## src/rtl/lem_pkg.sv

```systemverilog
package lem_pkg;

    typedef enum logic [1:0] {
        ST_IDLE     = 2'd0,
        ST_WAIT_ACK = 2'd1,
        ST_ERR_HOLD = 2'd2
    } lem_state_e;

    typedef enum logic [1:0] {
        KIND_PLAIN  = 2'b00,
        KIND_RMW_RD = 2'b01,
        KIND_POSTED = 2'b10,
        KIND_RSVD   = 2'b11
    } lem_kind_e;

    localparam int NFLAG  = 5;
    localparam int F_ERR  = 0;
    localparam int F_TMO  = 1;
    localparam int F_PAR  = 2;
    localparam int F_TERR = 3;
    localparam int F_CNCL = 4;

endpackage

```

## src/rtl/lem_timer.sv

```systemverilog
module lem_timer #(
    parameter int TW = 8
) (
    input  logic          clk,
    input  logic          rst_n,
    input  logic          load,
    input  logic          run,
    input  logic [TW-1:0] tmo_cfg,
    output logic          expire
);
    localparam int CW = TW + 1;

    logic [CW-1:0] cnt_q;
    logic [CW-1:0] cnt_inc;
    logic [CW-1:0] limit;

    // zero selects the widest window
    always_comb begin
        limit   = (tmo_cfg == '0) ? (CW'(1) << TW) : {1'b0, tmo_cfg};
        cnt_inc = cnt_q + CW'(1);
        expire  = run && (cnt_inc == limit);
    end

    always_ff @(posedge clk or negedge rst_n) begin
        if (!rst_n) begin
            cnt_q <= '0;
        end else if (load) begin
            cnt_q <= '0;
        end else if (run) begin
            cnt_q <= cnt_inc;
        end
    end
endmodule

```

## src/rtl/lem_fault_dec.sv

```systemverilog
module lem_fault_dec
    import lem_pkg::*;
(
    input  logic             active,
    input  logic             ack_valid,
    input  logic [1:0]       rx_par,
    input  logic [1:0]       exp_par,
    input  logic             tgt_err,
    input  logic             expire,
    input  lem_kind_e        kind,
    input  logic             next_pending,
    output logic [NFLAG-1:0] set_vec
);
    logic par_bad, terr_hit, tmo_hit, any_hit, cancel_hit;

    always_comb begin
        par_bad    = active && ack_valid && (rx_par != exp_par);
        terr_hit   = active && ack_valid && tgt_err;
        // an acknowledge in the last window cycle wins over expiry
        tmo_hit    = active && !ack_valid && expire;
        any_hit    = par_bad || terr_hit || tmo_hit;
        cancel_hit = any_hit && ((kind == KIND_RMW_RD) ||
                                 ((kind == KIND_POSTED) && next_pending));
        set_vec         = '0;
        set_vec[F_ERR]  = any_hit;
        set_vec[F_TMO]  = tmo_hit;
        set_vec[F_PAR]  = par_bad;
        set_vec[F_TERR] = terr_hit;
        set_vec[F_CNCL] = cancel_hit;
    end
endmodule

```

## src/rtl/lem_flags.sv

```systemverilog
module lem_flags
    import lem_pkg::*;
(
    input  logic             clk,
    input  logic             rst_n,
    input  logic [NFLAG-1:0] set_vec,
    input  logic [NFLAG-1:0] clr_vec,
    input  logic [1:0]       rx_par,
    output logic [NFLAG-1:0] flags,
    output logic [1:0]       par_cap
);
    always_ff @(posedge clk or negedge rst_n) begin
        if (!rst_n) begin
            flags   <= '0;
            par_cap <= '0;
        end else begin
            flags <= (flags & ~clr_vec) | set_vec;
            if (set_vec[F_PAR]) begin
                par_cap <= rx_par;
            end
        end
    end
endmodule

```

## src/rtl/lem_link_err_mon.sv

```systemverilog
module lem_link_err_mon
    import lem_pkg::*;
#(
    parameter int TW = 8
) (
    input  logic          clk,
    input  logic          rst_n,
    input  logic          enable,
    input  logic          irq_en,
    input  logic          xfer_start,
    input  logic [1:0]    xfer_kind,
    input  logic          next_pending,
    input  logic          ack_valid,
    input  logic [1:0]    rx_par,
    input  logic [1:0]    exp_par,
    input  logic          tgt_err,
    input  logic [TW-1:0] tmo_cfg,
    input  logic          clr_wr,
    input  logic [4:0]    clr_mask,
    output logic          err_flag,
    output logic          tmo_flag,
    output logic          par_flag,
    output logic          terr_flag,
    output logic          cncl_flag,
    output logic [1:0]    par_cap,
    output logic          err_irq,
    output logic          buf_freeze,
    output logic          force_idle,
    output logic          cancel_next
);
    lem_state_e       state_q, state_d;
    lem_kind_e        kind_q;
    logic             active, expire, any_fault, release_hit;
    logic [NFLAG-1:0] set_vec, clr_vec, flags;
    logic             cancel_q;

    assign active      = (state_q == ST_WAIT_ACK) && enable;
    assign clr_vec     = clr_wr ? clr_mask : '0;
    assign release_hit = clr_vec[F_ERR];
    assign any_fault   = set_vec[F_ERR];

    lem_timer #(.TW(TW)) u_timer (
        .clk     (clk),
        .rst_n   (rst_n),
        .load    (state_q != ST_WAIT_ACK),
        .run     (active),
        .tmo_cfg (tmo_cfg),
        .expire  (expire)
    );

    lem_fault_dec u_dec (
        .active       (active),
        .ack_valid    (ack_valid),
        .rx_par       (rx_par),
        .exp_par      (exp_par),
        .tgt_err      (tgt_err),
        .expire       (expire),
        .kind         (kind_q),
        .next_pending (next_pending),
        .set_vec      (set_vec)
    );

    lem_flags u_flags (
        .clk     (clk),
        .rst_n   (rst_n),
        .set_vec (set_vec),
        .clr_vec (clr_vec),
        .rx_par  (rx_par),
        .flags   (flags),
        .par_cap (par_cap)
    );

    // next-state logic
    always_comb begin
        state_d = state_q;
        unique case (state_q)
            ST_IDLE:     if (enable && xfer_start) state_d = ST_WAIT_ACK;
            ST_WAIT_ACK: begin
                if (!enable)        state_d = ST_IDLE;
                else if (any_fault) state_d = ST_ERR_HOLD;
                else if (ack_valid) state_d = ST_IDLE;
            end
            ST_ERR_HOLD: if (release_hit) state_d = ST_IDLE;
            default:     state_d = ST_IDLE;
        endcase
    end

    // state register
    always_ff @(posedge clk or negedge rst_n) begin
        if (!rst_n) begin
            state_q  <= ST_IDLE;
            kind_q   <= KIND_PLAIN;
            cancel_q <= 1'b0;
        end else begin
            state_q  <= state_d;
            cancel_q <= set_vec[F_CNCL];
            if (state_q == ST_IDLE && enable && xfer_start) begin
                kind_q <= lem_kind_e'(xfer_kind);
            end
        end
    end

    // outputs
    always_comb begin
        force_idle = 1'b0;
        buf_freeze = 1'b0;
        unique case (state_q)
            ST_IDLE, ST_WAIT_ACK: ;
            ST_ERR_HOLD: begin
                force_idle = 1'b1;
                buf_freeze = 1'b1;
            end
            default: ;
        endcase
        err_flag    = flags[F_ERR];
        tmo_flag    = flags[F_TMO];
        par_flag    = flags[F_PAR];
        terr_flag   = flags[F_TERR];
        cncl_flag   = flags[F_CNCL];
        err_irq     = flags[F_ERR] && irq_en;
        cancel_next = cancel_q;
    end
endmodule

```

## config.mk

```make
export PLATFORM = sky130hd
export DESIGN_NAME = lem_link_err_mon
export DESIGN_NICKNAME = d
export VERILOG_FILES = /design/src/rtl/lem_pkg.sv /design/src/rtl/lem_timer.sv /design/src/rtl/lem_fault_dec.sv /design/src/rtl/lem_flags.sv /design/src/rtl/lem_link_err_mon.sv
export SDC_FILE = /design/constraint.sdc
export NUM_CORES = 1
export LEC_CHECK = 0
export ABC_AREA = 1
export ABC_CLOCK_PERIOD_IN_PS = 3510
export BUFFER_PORTS_ARGS = -buffer_cell sky130_fd_sc_hd__buf_2
export CORE_MARGIN = 4
export CORE_UTILIZATION = 45
export DETAILED_ROUTE_END_ITERATION = 10
export GPL_TIMING_DRIVEN = 0
export HOLD_SLACK_MARGIN = 0.15
export PLACE_DENSITY = 0.79
export SLEW_MARGIN = 20
export SYNTH_ARGS = -nofsm -noshare
export SYNTH_HDL_FRONTEND = slang
export SYNTH_HIERARCHICAL = 1
export SYNTH_SLANG_ARGS = --single-unit
```

## constraint.sdc

```tcl
create_clock -name clk -period 3.51 [get_ports clk]
set_input_delay 0.5265 -clock clk [delete_from_list [all_inputs] [get_ports clk]]
set_output_delay 0.5265 -clock clk [all_outputs]
set_load 0.02 [all_outputs]
```

==> summary by stage, run 1 <==
Run status
The run finished with clean final reports.

Placement
The half-perimeter wire length after placement is 2440 um. The count of input and output buffers is 38. Prior to clock tree synthesis, the placed netlist has a worst setup slack of 1.19 ns. The final weighted congestion in routability-driven placement is 0.892. Once placement finished, the instance area stood at around 1700 sq um.

STA
The final critical-path share of the clock period is 0.633. The clock period could shrink to 2.22 ns. The worst-case headroom to the max-slew limit is 0.688. Setup slack closes at 1.29 ns. The count of pins over their slew limit is 0. Setup repair after global routing left no endpoint under its margin. Hold timing on the final database bottoms out at a slack of 0.153 ns. The total of endpoints with negative setup slack in the final report is 0.

For the pin with the worst max-slew slack, the measured transition is 0.468 ns. Based on the critical path, the design can be clocked at up to 0.450 GHz. Between clock sinks in the finished design, the worst skew comes to 0.00702 ns.

The total negative slack for setup checks is 0 ns. The total count of hold-check failures in the final report is 0.

Detailed routing
The starting DRC count in detailed routing is 38. Once detail routing completed, the nets flagged for antenna violations numbered 0. Dividing the detail-routed wire length by the instance count gives 9.46 um.

After detailed routing, the total wire length is ~3000 um. The first-pass detailed-route iteration total is 4. In the routed layout, each cell is associated on average with a via count of 4.57.

The final route contains 1454 vias. For this run, design rule violations remaining after detail routing come to 0.

Layout
The top cell types in the final layout, fill and taps aside, are sky130_fd_sc_hd__nand2_1, sky130_fd_sc_hd__inv_1, sky130_fd_sc_hd__buf_2. After routing the design area is 1740 sq um. The repair_antennas step left the layout with diodes totalling 0.

From synthesis to final layout, the design area changed by 18.5%. The fraction of final layout cells sized beyond drive strength 1 is 0.241. The most common library cell in the layout ignoring fill and taps is sky130_fd_sc_hd__nand2_1. The net count of the finished layout is 304. The number of fillers in the final layout is around 320.

Hold path
The path class of the lowest-slack min-delay path is in2async.

Floorplan
From left edge to right edge, the die measures between 60 and 70 um. The count of standard-cell rows is 20. The floorplan step defined a core boundary enclosing 3080 sq um. The initial utilization of the core area, before any placement, comes to 0.476.

The number of placed I/O pins is 39. The die extent in y is 65.1 um. The die area is about 4200 sq um.

GRT
The number of antenna violations at the first check in global routing came to 0. The first global-routing pass estimated 5030 um of wire. Entering global routing, the biggest net connects 22 pins. The final global-route overflow total is 0. The number of global-route vias before repair came to 1229. The overall track demand over capacity in global routing is 0.150.

Critical path
The data required time at the worst endpoint is 3.72 ns. The logic depth of the worst register-to-register path is 17. The worst setup path is captured at a flip-flop. The capturing point of the worst reg2reg path is state_q[0]. Traced cell by cell, the critical path runs through inv_1 -> nand2_2 -> nor2_1 -> nand3_1 -> nor2_1 -> nand3_1 -> nor2_1 -> nand3_1 -> nor2_2 -> nand2_1 -> nor2_2 -> nor2_2 -> nand2_1 -> buf_4 -> nor2_1 -> nand3_1 -> nand2_1.

The maximum net fanout on the critical path is 5. Among all stages on the critical path, the largest delay is contributed by sky130_fd_sc_hd__dfrtp_1. Across all register-to-register paths, the minimum setup slack is 1.29 ns.

The startpoint identified for the worst register-to-register timing path is state_q[1]. The largest single stage delay on the critical path is about 0.42 ns. The category of the worst setup path launch point is a flip-flop. The class of the most critical setup path is reg2reg.

Data arrives at the worst endpoint at 2.43 ns.

Clock network
The clock drives 21 sinks. Clock-pin slew was measured on the worst setup and hold paths at 0.12 ns. The number of gates resized after CTS was 0. The number of buffers added by the clock tree synthesis step is 3.

CTS built an H-tree with a depth of 1. Buffers inserted to repair hold after CTS numbered 0. The tree is rooted in a sky130_fd_sc_hd__clkbuf_4. The number of setup buffers added after CTS is 0. TritonCTS built the clock tree.

Counting along the longest clock path gives a buffer depth of 2. The clock network latency to the later pin of the worst-skew pair is 0.30 ns.

Power
The maximum resistive drop on vdd is 0.205 mV. For this design the static power due to leakage is just over 1 nW. In this run the power density over the cells is 292 nW/um^2.

Yosys
The number of nets handed over by synthesis was 261. The number of standard cells after synthesis is 232. The number of warning messages in the yosys log is 6. The synthesized area per cell is 6.32 sq um. The area of the mapped netlist is 1470 sq um. The post-synthesis register bit count is 21. The post-synthesis sequential area ratio is 0.359. The number of unique standard cell types used by synthesis is 22.

Job
Across the run, the number of max-cap violations was 0.
[cell families (layout without fill, tap and decap cells)]
logic type / Yosys count / after routing / synth area share
buf+inv: 58 / 100 / 0.164
fa+ha+maj: 1 / 1 / 0.00854
compound gates: 14 / 14 / 0.0598
flops: 21 / 21 / 0.359
simple gates: 138 / 138 / 0.409
[power breakdown]
| group | internal [W] | total, W | switching (W) |
|---|---|---|---|
| registers | 0.000261 | 0.000274 | 0.0000123 |
| logic | 0.0000437 | 0.000116 | 0.0000726 |
| clock network | 0.0000443 | 0.000117 | 0.0000727 |
| total | 0.000349 | 0.000507 | 0.000158 |
[Yosys cell counts]
library cell / n / area, sq um
sky130_fd_sc_hd__nand2_1: 85 / 319
sky130_fd_sc_hd__inv_1: 47 / 176
sky130_fd_sc_hd__nand3b_1: 1 / 7.51
sky130_fd_sc_hd__and2_1: 1 / 6.26
sky130_fd_sc_hd__nor2_4: 2 / 22.5
sky130_fd_sc_hd__buf_4: 6 / 45.0
sky130_fd_sc_hd__nor3_1: 2 / 10.0
sky130_fd_sc_hd__o21ai_2: 1 / 8.76
sky130_fd_sc_hd__nor2_1: 14 / 52.6
sky130_fd_sc_hd__o21bai_2: 1 / 11.3
sky130_fd_sc_hd__o22ai_1: 3 / 18.8
sky130_fd_sc_hd__nand3_1: 20 / 100
sky130_fd_sc_hd__dfrtp_1: 21 / 526
sky130_fd_sc_hd__clkinv_1: 2 / 7.51
sky130_fd_sc_hd__a21oi_1: 1 / 5.00
sky130_fd_sc_hd__nand2_2: 6 / 37.5
sky130_fd_sc_hd__inv_2: 3 / 11.3
sky130_fd_sc_hd__nand4_1: 2 / 12.5
sky130_fd_sc_hd__a21oi_2: 1 / 8.76
sky130_fd_sc_hd__nor2_2: 5 / 31.3
sky130_fd_sc_hd__ha_1: 1 / 12.5
sky130_fd_sc_hd__o21ai_0: 7 / 35.0
[how the worst max path moves through the flow]
stage | slack [ns] | from | endpoint | cells after the start
5_1_grt | 1.04 | state_q[1] | state_q[0] | 17
4_1_cts | 1.28 | state_q[1] | state_q[0] | 17
3_5_place_dp | 1.19 | enable | state_q[0] | 17
6_report | 1.29 | state_q[1] | state_q[0] | 17
2_1_floorplan | 1.56 | u_timer/cnt_q[0] | state_q[0] | 18
3_3_place_gp | 1.20 | enable | state_q[0] | 17
[metal layers]
metal	share of wire	global-route usage	vias to the layer above
li1	-	-	776
met1	0.48	0.200	624
met2	0.45	0.245	52
met3	0.072	0.0381	2
met4	0.0063	0.0311	0
met5	0	0	-
[cell type report]
| cell class | count | area (sq um) | share of cell area |
|---|---|---|---|
| well taps | 44 | 55.1 | 0.0317 |
| clock buffers | 4 | 26.3 | 0.0151 |
| repair buffers | 38 | 190 | 0.110 |
| flip-flops and latches | 21 | 526 | 0.303 |
| plain buffers | 6 | 45.0 | 0.0259 |
| inverters | 52 | 195 | 0.112 |
| multi-input cells | 153 | 699 | 0.403 |
[worst max-delay path: cells and delay by family (launching register included)]
kind / cells / cell delay, ns
simple gates: 15 / 1.48
flops: 1 / 0.42
buf+inv: 2 / 0.21
[stage by stage]
step / utilization / power (W) / instances
after floorplan: - / 0.000347 / 232
after global placement: 0.556 / 0.000394 / 314
after detailed placement: 0.556 / 0.000397 / 314
after CTS: 0.564 / 0.000515 / 318
after global routing: 0.564 / 0.000539 / 318
final: 0.564 / 0.000507 / 318
[state kept, by name, summed over array words and instances, names as in the netlist]
name,cells
kind_q,2
u_timer/cnt_q,9
cancel_next,1
u_flags/flags,5
state_q,2
u_flags/par_cap,2
Power figures use the tool's default switching activity.
==> inputs of run 2 (changes only) <==
--- a/config.mk
+++ b/config.mk
@@ -6,7 +6,7 @@
 export NUM_CORES = 1
 export LEC_CHECK = 0
 export ABC_AREA = 1
-export ABC_CLOCK_PERIOD_IN_PS = 3510
+export ABC_CLOCK_PERIOD_IN_PS = 2130
 export BUFFER_PORTS_ARGS = -buffer_cell sky130_fd_sc_hd__buf_2
 export CORE_MARGIN = 4
 export CORE_UTILIZATION = 45
==> constraint.sdc (replaced) <==
create_clock -name clk -period 2.13 [get_ports clk]
set_input_delay 0.3195 -clock clk [delete_from_list [all_inputs] [get_ports clk]]
set_output_delay 0.3195 -clock clk [all_outputs]
set_load 0.02 [all_outputs]
==> run 2 against run 1 <==
Net effect: flip-flop and latch count unchanged; clock power increased by 64%; sequential share of layout area decreased by 1.8 points; critical path depth decreased by 2; non-clock buffer count increased by 9; worst setup slack got worse by 1.2 ns; global-route usage increased by 0.26 points; register-to-register slack got worse by 1.2 ns; largest cell class unchanged.
==> summary by stage, run 2 (synthesis results as in run 1) <==
Detailed routing
In the routed design, unresolved DRC markers number 0. The total vias in the final route is 1519. The detailed route wirelength on metal3 is 292 um. The average via count per standard cell is 4.65.

The detailed-routing wirelength on met1 is 1440 um. The routed length on met2 is 1470 um. In this run the remaining antenna-violating nets after routing total 0.

The first-pass detailed-route iteration total is 5. In the final routed layout, each cell accounts on average for 9.90 um. The detailed router finished its first iteration with 83 violations. For this block, the routed nets add up to roughly 3200 um of wire. The uppermost layer routed is met4.

Placement
The final weighted congestion in routability-driven placement is ~0.89. The setup slack after placement is -0.0700 ns. In this run the tool buffered the top-level ports with 38 buffer cells. The half-perimeter wire length after placement is 2440 um.

Critical path
The critical path is of the reg2reg type. At the worst endpoint, the arrival time is 2.24 ns. For flop-to-flop paths, the worst setup slack is 0.1 ns. The data required time at the worst endpoint is 2.34 ns. The element type at the critical path end is a flip-flop. The maximum net fanout on the critical path is 5.

The source of the worst register-to-register timing path is u_timer/cnt_q[1]. The worst setup path is launched from a flip-flop. The beginning of the critical path is u_timer/cnt_q[1].

Floorplan
The initial utilization of the core area, before any placement, comes to 0.476. The die is ~65 um tall. After floorplanning, the core was sized to cover between 3000 and 4000 sq um.

The count of standard-cell rows is 20. The die area is 4230 sq um. During I/O placement, the number of pins put on the boundary was 39.

From left edge to right edge, the die measures 65.1 um.

GRT
Across every metal layer, demand over resource in global routing totals 0.152. The number of antenna violations at the first check in global routing is 0. Entering global routing, the biggest net connects 22 pins. The wire length of the first global-routing pass is 5130 um. The final global-route overflow total is 0.

The number of global-route vias before repair is 1251.

STA
The final hold slack is 0.244 ns. Setup violations remaining at the end of the flow were counted as 0. In this run the tightest slew margin relative to its limit is 0.688. In the post-route analysis, the smallest setup slack over all paths is 0.0969 ns. Between clock sinks in the finished design, the worst skew comes to 0.00878 ns.

The count of pins over their slew limit was 0. The total count of hold-check failures in the final report is 0. The top achievable clock speed is 0.492 GHz. The total negative slack for setup checks is 0 ns. The slew at the pin closest to its max-slew limit is 0.468 ns. The final critical-path share of the clock period is 0.955. The shortest clock period the worst path allows after layout is a little over 2 ns.

Power
For this design the total switching power over the nets is 0.000265 W. The sequential fraction of design power is 0.528. The power density relative to cell area is 461 nW/um^2. Across the VDD grid, the largest voltage drop is around 0.34 mV. The share of total power dissipated in combinational logic is 0.246.

The share of total power dissipated in the clock network is 0.225. The leakage component of the power is 1.07 nW. Cell internal power was estimated by the tool at about 0.00059 W. The switching share of power is 0.311.

Layout
Of the cells placed in the final design, the portion with a size suffix greater than 1 is 0.297. The net count of the finished layout is 313. The number of fillers in the final layout is 303. The largest registers in the layout are u_timer/cnt_q (9), u_flags/flags (5). The area overhead of the layout relative to synthesis is 25.9%. The register with the most flip-flops in the final layout is u_timer/cnt_q. The register with the most flip-flops in the layout has 9 of them. Measured on the finished design, the core utilization comes to 0.599.

0 antenna diodes ended up in the layout. Leaving out fill and tap cells, the most frequent cells in the layout are sky130_fd_sc_hd__nand2_1, sky130_fd_sc_hd__inv_1, sky130_fd_sc_hd__buf_2. The library cell used most frequently in the layout, excluding fill and tap cells, is sky130_fd_sc_hd__nand2_1.

Clock network
No sink is reached through more buffers than the 2 on the longest clock path. After clock tree synthesis, the clock-pin slew on the worst setup and hold paths is 0.12 ns. TritonCTS created 3 clock buffers. The cell sitting at the root of the clock tree is a sky130_fd_sc_hd__clkbuf_4. The CTS H-tree depth is 1. For the worst-skew pair, the clock arrives at the later sink with an insertion delay of 0.30 ns. The CTS tree is yes. The clock sink total is 21.

Run status
The flow ran to the end, and the final reports show no timing, DRC or antenna violations.

Hold path
The startpoint identified for the worst hold timing path is rx_par[0]. In this run the worst hold path is classified as in2reg.

Job
Max-cap violations in this run came to 0.
## run 2: metal layers
metal,track usage,vias up
li1,-,794
met1,0.202,649
met2,0.252,72
met3,0.0381,4
met4,0.0311,0
met5,0,-
## run 2: worst max-delay path, stage by stage, from the launching register on
cell and delay [ns]:
sky130_fd_sc_hd__dfrtp_1 0.43, sky130_fd_sc_hd__ha_4 0.20, sky130_fd_sc_hd__nand3_1 0.13, sky130_fd_sc_hd__nand2_1 0.11, sky130_fd_sc_hd__and2_1 0.15, sky130_fd_sc_hd__nor2_1 0.05, sky130_fd_sc_hd__nor2_1 0.10, sky130_fd_sc_hd__nand3_1 0.10
sky130_fd_sc_hd__nor2_2 0.11, sky130_fd_sc_hd__nand2_1 0.07, sky130_fd_sc_hd__nor2_2 0.15, sky130_fd_sc_hd__nor2_2 0.07, sky130_fd_sc_hd__nand2_2 0.09, sky130_fd_sc_hd__nor2_2 0.04, sky130_fd_sc_hd__nand3_1 0.08, sky130_fd_sc_hd__nand2_1 0.06
## run 2: repair_timing
action / in CTS / in global routing
hold endpoints to repair: 21 / 0
pin swaps: 0 / 16
setup endpoints to repair: 3 / 5
setup buffers: 0 / 10
hold buffers: 1 / 0
gates resized for setup: 3 / 11
## run 2: layout make-up
cell class	instances	area, sq um	share of cell area
multi-input combinational	153	737	0.400
clock buffer	4	26.3	0.0142
sequential	21	526	0.285
inverter	52	195	0.106
buffer	4	30.0	0.0163
timing repair buffer	49	275	0.149
tap	44	55.1	0.0299
## run 2: through the flow
step / power, W / instances / cell area [sq um]
floorplan: 0.000572 / 232 / 1470
global placement: 0.000649 / 314 / 1710
detailed placement: 0.000653 / 314 / 1710
CTS: 0.000850 / 319 / 1750
global route: 0.000906 / 327 / 1840
finish: 0.000851 / 327 / 1840
## run 2: power by group through the flow
stage	clock network, W	logic (W)	registers (W)
finish	0.000192	0.000210	0.000450
global route	0.000215	0.000234	0.000457
CTS	0.000202	0.000197	0.000452
detailed placement	0	0.000194	0.000459
global placement	0	0.000191	0.000458
floorplan	0	0.0000868	0.000485
## run 2: final timing paths
| check | cells after the start | end |
|---|---|---|
| worst min-delay path | 3 | u_flags/par_cap[0] |
| worst max register to register | 15 | state_q[0] |
| worst min register to register | 2 | u_flags/flags[4] |
| worst max-delay path | 15 | state_q[0] |
| max in group asynchronous | 2 | u_timer/cnt_q[6] |
| min in group asynchronous | 2 | kind_q[1] |
==> inputs of run 3 (changes only) <==
--- a/config.mk
+++ b/config.mk
@@ -14,6 +14,8 @@
 export GPL_TIMING_DRIVEN = 0
 export HOLD_SLACK_MARGIN = 0.15
 export PLACE_DENSITY = 0.79
+export REMOVE_ABC_BUFFERS = 1
+export SETUP_SLACK_MARGIN = 0.15
 export SLEW_MARGIN = 20
 export SYNTH_ARGS = -nofsm -noshare
 export SYNTH_HDL_FRONTEND = slang
==> run 3 against run 2 <==
Net effect: largest cell class unchanged; combinational power decreased by 2%; highest routed layer unchanged; flip-flop and latch count unchanged; cell count decreased by 1.5%; maximum frequency increased by 6.0%.
==> summary by stage, run 3 (synthesis results as in run 1) <==
Run status
The run finished with clean final reports.

Clock network
The clock sink total is 21. Clock-pin slew was measured on the worst setup and hold paths at 0.12 ns. The clock network latency to the later pin of the worst-skew pair is 0.31 ns. The number of buffers added by the clock tree synthesis step is 3. The tree is rooted in a sky130_fd_sc_hd__clkbuf_4. CTS built an H-tree with a depth of 1.

TritonCTS built the clock tree. The largest buffer count on any clock path is 2.

Detailed routing
The average wire per cell in the routed design is 10.3 um. The total vias in the final route is 1468. The first TritonRoute pass finished after 4 iterations. The average via count per standard cell is approximately 4.6.

After detailed routing, the total wire length is 3310 um. The detailed-route DRC error count is 0. The detail route stage leaves a number of antenna-violating nets equal to 0.

The first routing iteration left 56 violations.

Critical path
Walking the worst path, the cells encountered are ha_4 -> inv_2 -> nand2_1 -> nand3_1 -> nand2_1 -> inv_1 -> nand3_1 -> nor2_1 -> nand3_1 -> nor2_2 -> nand2_1 -> nor2_2 -> nor2_2 -> nand2_2 -> nor2_2 -> nand3_1 -> nand2_1. The class of the most critical setup path is reg2reg. The biggest cell delay along the critical path is 0.43 ns. STA puts the critical path data required time at 2.35 ns. Among cell families on the critical path, the largest total delay comes from simple AND/OR/NAND/NOR gates. The element type at the critical path end is a flip-flop. The count of buffering cells on the critical path with inverters included is 2.

STA classifies the critical path startpoint as a flip-flop. In this run the worst path has a maximum fanout of 5. The slowest stage of the critical path is the sky130_fd_sc_hd__dfrtp_1 cell.

Data on the critical path arrives at its endpoint at 2.14 ns. The register-to-register setup slack is ~0.21 ns.

Layout
u_timer/cnt_q holds more flip-flops than any other register. 0 antenna diodes ended up in the layout. The net count of the finished layout is 308. The area overhead of the layout relative to synthesis is 26.3%. The post-route cell area is 1850 sq um. In the final layout, the registers with the most flip-flops are u_timer/cnt_q (9), u_flags/flags (5). The number of flip-flops under the largest register name is 9. The most common library cell in the layout ignoring fill and taps is sky130_fd_sc_hd__nand2_1. In the layout the commonest cells are sky130_fd_sc_hd__nand2_1, sky130_fd_sc_hd__inv_1, sky130_fd_sc_hd__buf_2.

Of the cells placed in the final design, the portion with a size suffix greater than 1 is 0.327. The number of fillers in the final layout is 285.

Power
The cell internal power dissipation is 0.000579 W. The leakage component of the power is 1.05 nW. Of the total power, the share spent switching nets is 0.324.

The total net switching power is 0.000277 W. The power density relative to cell area is approximately 460 nW/um^2. Of the total power, combinational logic draws 0.241. The maximum resistive drop on vdd is approximately 0.46 mV. The share of total power dissipated in the clock network is 0.233. The sequential fraction of design power is 0.527.

GRT
The overall track demand over capacity in global routing is 0.162. The global-route track usage on met1 is 0.186. For this run, global-route usage on met2 was measured as 0.290. After global routing the overflow that remains totals 0. The fraction of met3 tracks used by global routing is 0.0225.

met2 is the most crowded layer. The number of antenna violations at the first check in global routing is 0. The first global-routing pass estimated 5260 um of wire. The pin count of the biggest net entering global routing is 22. The number of global-route vias before repair is 1301.

STA
On the final layout, the worst clock skew is 0.00310 ns. Subtracting the final worst setup slack from the clock period gives around 1.9 ns. Setup violations remaining at the end of the flow were counted as 0. The total count of hold-check failures in the final report was 0. Based on the critical path, the design can be clocked at up to ~0.52 GHz. The slew at the pin closest to its max-slew limit is 0.470 ns. Setup repair after global routing could not meet its margin everywhere. Across all setup checks in the final design, the least slack found is between 0.2 and 0.25 ns. Adding up every negative setup slack in the final design gives 0 ns.

The count of pins over their slew limit came to 0. The worst-case headroom to the max-slew limit is 0.687. In the finished design, the share of the clock period the worst path needs comes to 0.900.

Placement
The instance area after placement is 1670 sq um. The half-perimeter wire length after placement is 2450 um. Prior to clock tree synthesis, the placed netlist has a worst setup slack of -0.0231 ns. The congestion estimate from routability-driven global placement came to 0.851.

Input and output buffers added on the ports amount to 38.

Floorplan
The die extent in y is 65.1 um. For this configuration, the core starts out at a cell density of 0.476. The number of placed I/O pins is 39. The floorplan step defined a die boundary enclosing 4230 sq um. In this run the horizontal extent of the chip is roughly 65 um. In this run the core area contains 20 standard-cell rows. The area of the core is 3080 sq um.

Hold path
The path class of the lowest-slack min-delay path is in2reg.

Job
The number of maximum-capacitance violations is 0.
==> run 3: layout make-up <==
type                       instances  area (sq um)  share of cell area
multi-input combinational        153           773               0.418
tap                               44          55.1              0.0297
inverter                          52           195               0.105
sequential                        21           528               0.285
clock buffer                       3          22.5              0.0122
clock inverter                     1          5.00             0.00270
timing repair buffer              48           272               0.147
==> run 3: power by group through the flow <==
| stage | clock [W] | combinational (W) | sequential, W |
|---|---|---|---|
| floorplan | 0 | 0.0000826 | 0.000485 |
| global placement | 0 | 0.000188 | 0.000458 |
| detailed placement | 0 | 0.000191 | 0.000459 |
| CTS | 0.000204 | 0.000197 | 0.000451 |
| global route | 0.000222 | 0.000231 | 0.000457 |
| finish | 0.000199 | 0.000206 | 0.000451 |
==> run 3: final timing paths <==
| kind | start | cells after the start | end |
|---|---|---|---|
| min in group asynchronous | rst_n | 2 | kind_q[1] |
| hold / removal | rx_par[0] | 3 | u_flags/par_cap[0] |
| setup reg to reg | u_timer/cnt_q[1] | 17 | state_q[0] |
| setup / recovery | u_timer/cnt_q[1] | 17 | state_q[0] |
| hold reg to reg | u_flags/flags[4] | 2 | u_flags/flags[4] |
| max in group asynchronous | rst_n | 2 | u_timer/cnt_q[3] |
==> run 3: through the flow <==
step / power, W / hold slack, ns / util / instances
floorplan: 0.000568 / 0.0239 / - / 226
global placement: 0.000646 / 0.304 / 0.541 / 308
detailed placement: 0.000650 / 0.305 / 0.541 / 308
CTS: 0.000852 / 0.226 / 0.576 / 318
global route: 0.000910 / 0.215 / 0.601 / 322
finish: 0.000857 / 0.225 / 0.601 / 322
==> run 3: metal layers <==
layer  routed length (um)  vias up
li1                     -      782
met1                 1400      647
met2                 1660       32
met3                  165        7
met4                   87        0
met5                    0        -
==> run 3: worst min-delay path, cell delays in order <==
cell	delay, ns
sky130_fd_sc_hd__buf_2	0.09
sky130_fd_sc_hd__nand2_1	0.05
sky130_fd_sc_hd__nand2_1	0.05
==> run 3: what timing repair did <==
item / in CTS / in global routing
setup buffers: 5 / 4
hold buffers: 1 / 0
endpoints found under the setup margin: 5 / 6
resized for setup: 8 / 20
pin swaps: 2 / 19
endpoints found under the hold margin: 21 / 0
